### config.mk
export PLATFORM = sky130hd
export DESIGN_NAME = dac_front_ctrl
export DESIGN_NICKNAME = d
export VERILOG_FILES = /design/src/rtl/dac_fe_pkg.sv /design/src/rtl/dac_write_regs.sv /design/src/rtl/dac_pin_sync.sv /design/src/rtl/dac_out_latch.sv /design/src/rtl/dac_front_ctrl.sv
export SDC_FILE = /design/constraint.sdc
export NUM_CORES = 1
export LEC_CHECK = 0
export CAP_MARGIN = 20
export CORE_MARGIN = 3
export CORE_UTILIZATION = 25
export DETAILED_ROUTE_END_ITERATION = 16
export PLACE_DENSITY = 0.6
export SLEW_MARGIN = 30
export SYNTH_ARGS = -nofsm -noshare
export SYNTH_HDL_FRONTEND = slang
export SYNTH_SLANG_ARGS = --single-unit
### constraint.sdc
create_clock -name clk -period 3.1 [get_ports clk]
set_clock_uncertainty 0.15 [all_clocks]
set_input_delay 0.62 -clock clk [delete_from_list [all_inputs] [get_ports clk]]
set_output_delay 0.62 -clock clk [all_outputs]
set_load 0.1 [all_outputs]
### src/rtl/dac_fe_pkg.sv
package dac_fe_pkg;
  typedef enum logic [1:0] {
    DEST_LOW  = 2'b00,
    DEST_HIGH = 2'b01,
    DEST_RSVD = 2'b10,
    DEST_CTRL = 2'b11
  } wr_dest_e;

  // field order follows the bit positions of the control byte
  typedef struct packed {
    logic [1:0] ref_sel;  // bits 4..3
    logic       transp;   // bit 2
    logic       pwr;      // bit 1
    logic       spd;      // bit 0
  } ctrl_t;

  function automatic ctrl_t ctrl_from_bits(input logic [4:0] b);
    return ctrl_t'(b);
  endfunction

  function automatic logic latch_open_f(input logic transp, input logic ldn_sync);
    return transp | ~ldn_sync;
  endfunction

  function automatic logic power_down_f(input logic pwr_bit, input logic pin_n);
    return pwr_bit | ~pin_n;
  endfunction

  function automatic logic fast_f(input logic spd_bit, input logic pin);
    return spd_bit | pin;
  endfunction
endpackage

### src/rtl/dac_write_regs.sv
module dac_write_regs
  import dac_fe_pkg::*;
#(
  parameter int DATA_W = 8,
  parameter int CODE_W = 12
) (
  input  logic              clk,
  input  logic              rst,
  input  logic              wr_en,
  input  logic [1:0]        wr_addr,
  input  logic [DATA_W-1:0] wr_data,
  output logic [CODE_W-1:0] hold_word,
  output ctrl_t             ctrl,
  output logic              wr_low,
  output logic              wr_high,
  output logic              wr_ctrl
);
  localparam int HI_W = CODE_W - DATA_W;

  assign wr_low  = wr_en && (wr_dest_e'(wr_addr) == DEST_LOW);
  assign wr_high = wr_en && (wr_dest_e'(wr_addr) == DEST_HIGH);
  assign wr_ctrl = wr_en && (wr_dest_e'(wr_addr) == DEST_CTRL);

  always_ff @(posedge clk) begin
    if (rst) begin
      hold_word <= '0;
      ctrl      <= '0;
    end else begin
      if (wr_low)  hold_word[DATA_W-1:0]      <= wr_data;
      if (wr_high) hold_word[CODE_W-1:DATA_W] <= wr_data[HI_W-1:0];
      if (wr_ctrl) ctrl                       <= ctrl_from_bits(wr_data[4:0]);
    end
  end
endmodule

### src/rtl/dac_pin_sync.sv
module dac_pin_sync #(
  parameter int  STAGES    = 2,
  parameter logic RST_LEVEL = 1'b1
) (
  input  logic clk,
  input  logic rst,
  input  logic pin,
  output logic pin_sync
);
  logic [STAGES-1:0] chain;

  generate
    if (STAGES == 1) begin : g_one
      always_ff @(posedge clk) begin
        if (rst) chain <= RST_LEVEL;
        else     chain <= pin;
      end
    end else begin : g_many
      always_ff @(posedge clk) begin
        if (rst) chain <= {STAGES{RST_LEVEL}};
        else     chain <= {chain[STAGES-2:0], pin};
      end
    end
  endgenerate

  assign pin_sync = chain[STAGES-1];
endmodule

### src/rtl/dac_out_latch.sv
module dac_out_latch #(
  parameter int CODE_W = 12
) (
  input  logic              clk,
  input  logic              rst,
  input  logic              open_i,
  input  logic [CODE_W-1:0] hold_i,
  output logic [CODE_W-1:0] code_o
);
  always_ff @(posedge clk) begin
    if (rst)         code_o <= '0;
    else if (open_i) code_o <= hold_i;
  end
endmodule

### src/rtl/dac_front_ctrl.sv
module dac_front_ctrl
  import dac_fe_pkg::*;
#(
  parameter int DATA_W      = 8,
  parameter int CODE_W      = 12,
  parameter int SYNC_STAGES = 2
) (
  input  logic              clk,
  input  logic              rst,
  input  logic              wr_en,
  input  logic [1:0]        wr_addr,
  input  logic [DATA_W-1:0] wr_data,
  input  logic              load_n,
  input  logic              pwr_on_n,
  input  logic              speed_pin,
  output logic [CODE_W-1:0] dac_code,
  output logic              powered_down,
  output logic              fast_mode,
  output logic [1:0]        ref_sel
);
  logic [CODE_W-1:0] hold_word;
  ctrl_t             ctrl;
  logic              wr_low, wr_high, wr_ctrl;
  logic              ldn_sync;
  logic              latch_open;

  dac_write_regs #(.DATA_W(DATA_W), .CODE_W(CODE_W)) u_regs (
    .clk(clk), .rst(rst), .wr_en(wr_en), .wr_addr(wr_addr), .wr_data(wr_data),
    .hold_word(hold_word), .ctrl(ctrl),
    .wr_low(wr_low), .wr_high(wr_high), .wr_ctrl(wr_ctrl)
  );

  dac_pin_sync #(.STAGES(SYNC_STAGES), .RST_LEVEL(1'b1)) u_ldsync (
    .clk(clk), .rst(rst), .pin(load_n), .pin_sync(ldn_sync)
  );

  assign latch_open = latch_open_f(ctrl.transp, ldn_sync);

  dac_out_latch #(.CODE_W(CODE_W)) u_latch (
    .clk(clk), .rst(rst), .open_i(latch_open), .hold_i(hold_word), .code_o(dac_code)
  );

  assign powered_down = power_down_f(ctrl.pwr, pwr_on_n);
  assign fast_mode    = fast_f(ctrl.spd, speed_pin);
  assign ref_sel      = ctrl.ref_sel;
endmodule

==> results.txt <==
The vias per cell is 4.326, and the number of ports placed on the die boundary is 32. The tools report the post-CTS setup buffer count as 0. The run finished with clean final reports.

The critical path goes through clkdlybuf4s50_1 -> or2_2 -> buf_12. In this run the worst setup path begins at speed_pin. For this run, the slowest stage of the critical path takes 0.38 ns. The worst register-to-register path ends at u_latch.code_o[9]$_SDFFE_PP0P_. The cell with the biggest individual delay on the critical path was clkdlybuf4s50_1. The clock-pin slew on the worst setup and hold paths was 0.06 ns. Share of Yosys cell area claimed by the top area cell type: 0.5605. The final-report hold violation count was 0; the HPWL after detailed placement was 1.710 mm. For the setup slack of the most critical reg-to-reg path, the log shows 1.83 ns. The commonest register cell after synthesis is dfxtp_1. The longest clock path from root to sink contains 2 buffers. The first global-routing pass estimated 4.015 mm of wire.

In the synthesized netlist, the number of instances is 133. Data arrives at the worst endpoint at 1.47 ns. The tools report the internal power of the cells as 646.1 uW. Once the clock tree was built, the resizer swapped 0 gates to a different size.

The post-route setup TNS was 0 ns. For this run the aggregate overflow at the end of global routing stands at 0. For this block, the routed nets add up to 2.413 mm of wire.

Entering global routing, the biggest net connects 19 pins. The die covers 5264 sq um. 0 antenna diodes ended up in the layout. The H-tree was split into 2 levels.

For the initial antenna violation count, the log shows 0. The wire length per cell is 11.22 microns. The tools report the relative max-transition margin as 0.6442. The core region is 4144 sq um. For the combinational share of power, the log shows 0.112. Counting instances in the post-synthesis netlist gives the leading cell types as nand2_1 (50), dfxtp_1 (31), a21oi_1 (25), mux2i_1 (4), nor2_1 (4).

The number of enable flip-flop cells after synthesis came out at 0. Yosys attributes the largest share of cell area to dfxtp_1 (56%), nand2_1 (17%), a21oi_1 (11%). Initial DRC count: 41. Library cell occupying the most area in the post-synthesis netlist: dfxtp_1. The count of buffers from port buffering came out at 31. The Yosys step of the flow raised 0 warnings. Via count of the first global-routing pass: 879. The start-to-end type of the worst setup path is primary input to primary output. Starting density of the core: 0.2672. DRC violation count after routing: 0.

The detailed-routing iteration count for the pre-antenna-repair pass came out at 4. STA classifies the critical path endpoint as a primary output. The relative contribution of the clock network to total power was 0.403; the number of buffers created by CTS was 5. For the distinct cell type count after synthesis, the log shows 16. Setup repair after global routing left no endpoint under its margin. Across all setup checks in the final design, the least slack found is 0.8564 ns. The worst-margin pin slew works out to 0.5313 ns. The detailed router placed 930 vias in this run. The height of the chip is 72.55 microns. In the final layout, flip-flops and latches occupy 620.6 sq um. At the worst endpoint, the required time is 2.33 ns.

Cell area after synthesis: 1107 sq um. STA classifies the critical path startpoint as a primary input. The switching fraction of total power was 0.2425; the share of the yosys chip area belonging to registers was 0.5605. Compared with the post-synthesis result, the final layout area differs by 37.40%. The tools report the switching power of the nets as 206.8 uW. Share of synthesized flip-flops with an asynchronous set or reset: 0. nand2_1 is the most common cell in the netlist. Counting flops and latches in the post-synthesis netlist gives 31. The reg-to-reg startpoint is u_ldsync.chain[1]$_SDFF_PP1_.

The run gives 0 as the number of pins with negative max-slew slack in the final report. TritonCTS built the clock tree. The leakage dissipation is 0.0005933 uW, and the number of nets with antenna violations after detailed routing is 0. The later pin in the worst-skew pair is clocked with a latency of 0.28 ns.

Post-cts hold buffer count: 0. Before CTS, the worst setup slack after placement is 0.8546 ns. For the top achievable clock speed, the log shows 445.7 MHz.

The root buffer cell chosen for the clock tree is clkbuf_8. Following the worst setup path forward leads to its endpoint at fast_mode. Setup violations remaining at the end of the flow were counted as 0. Depth of the worst register-to-register path: 3. The share of layout cells above drive strength 1 was 0.1758; the minimum clock period was 2.244 ns. Largest driver fanout on the critical path: 1.

The number of sinks driven by the clock tree was 31. Placer congestion estimate: 0.8206. The multi-input combinational cells in the finished layout cover a total of 447.9 sq um. The initialized floorplan defines 23 standard-cell rows. The power per standard cell area was 560.6 nW/um^2; the number of max-capacitance violations reported was 0. The part of the power in registers is 0.485, and the width of the die is 72.55 microns. The run gives 0.1014 as the global-route usage over all layers. The layout has 448 filler cells.

The post-route clock period utilization is 0.7237. Hold-critical path depth: 1. The tightest min-delay check is of the flip-flop to flip-flop type.

The logs give 180 for the final-stage net count and 149 for the number of nets produced by synthesis. The mean cell area of the mapped netlist is 8.326 sq um. For the highest ir drop seen on vdd, the log shows 0.0001760 V.
## cells by family after synthesis
kind of cell	after synthesis	synth area share
buf+inv	8	0.03728
mux	4	0.03616
simple gates	65	0.2531
flops	31	0.5605
compound gates	25	0.1130
## metrics by stage
stage,std cells,hold slack (ns),utilization,instance area [sq um],total power (uW)
finish,215,0.2594,0.3672,1521,852.9
global route,215,0.2905,0.3672,1521,889.4
CTS,215,0.2669,0.3665,1519,867.9
detailed placement,207,0.2546,0.3424,1419,518.5
global placement,207,0.2493,0.3424,1419,518.0
floorplan,133,0.2395,-,1107,480.5
## worst max-delay path, delay by kind of cell
kind | cells | cell delay, ns
AND/OR/NAND/NOR | 1 | 0.29
buffers and inverters | 2 | 0.55
## routing by layer
layer / vias up / routed length (microns) / share of wire / track usage
li1: 494 / - / - / -
met1: 410 / 1145 / 0.47 / 0.1304
met2: 24 / 1067 / 0.44 / 0.1403
met3: 2 / 185 / 0.077 / 0.05402
met4: 0 / 14 / 0.0058 / 0.04303
met5: - / 0 / 0 / 0
## placed cells by master, fill, tap and decap left out
cell / n
nand2_1: 50
dfxtp_1: 31
a21oi_1: 25
buf_4: 16
clkdlybuf4s50_1: 15
clkbuf_8: 7
mux2i_1: 4
nor2_1: 4
or2_2: 3
nand2b_1: 2
nor2b_2: 1
and3_1: 1
nand3_1: 1
nand3b_1: 1
nor3b_2: 1
or3b_1: 1
clkbuf_1: 1
buf_12: 1
## power groups by stage
stage	combinational [uW]	clock [uW]	sequential (uW)
final	95.7	344	413
after global placement	96.2	0	422
after CTS	96.7	358	413
after global routing	104	371	414
after floorplan	48.7	0	432
after detailed placement	96.6	0	422
## registers in the layout, summed over array words and instances, names as in the netlist
signal and flops:
u_regs.hold_word 12, u_ldsync.chain 2, u_latch.code_o 12, u_regs.ctrl 5
## final cells by class
type / instances / area share
timing repair buffer: 32 / 0.1908
tap: 50 / 0.04112
clock buffer: 8 / 0.06579
multi-input combinational: 94 / 0.2944
sequential: 31 / 0.4079
## how the worst min path moves through the flow
stage / slack [ns] / end / start
6_report: 0.26 / u_ldsync.chain[1]$_SDFF_PP1_ / u_ldsync.chain[0]$_SDFF_PP1_
5_1_grt: 0.29 / u_ldsync.chain[1]$_SDFF_PP1_ / u_ldsync.chain[0]$_SDFF_PP1_
4_1_cts: 0.27 / u_ldsync.chain[1]$_SDFF_PP1_ / u_ldsync.chain[0]$_SDFF_PP1_
3_5_place_dp: 0.25 / u_ldsync.chain[1]$_SDFF_PP1_ / u_ldsync.chain[0]$_SDFF_PP1_
3_3_place_gp: 0.25 / u_ldsync.chain[1]$_SDFF_PP1_ / u_ldsync.chain[0]$_SDFF_PP1_
2_1_floorplan: 0.24 / u_ldsync.chain[1]$_SDFF_PP1_ / u_ldsync.chain[0]$_SDFF_PP1_
(Power assumes the default switching activity.)
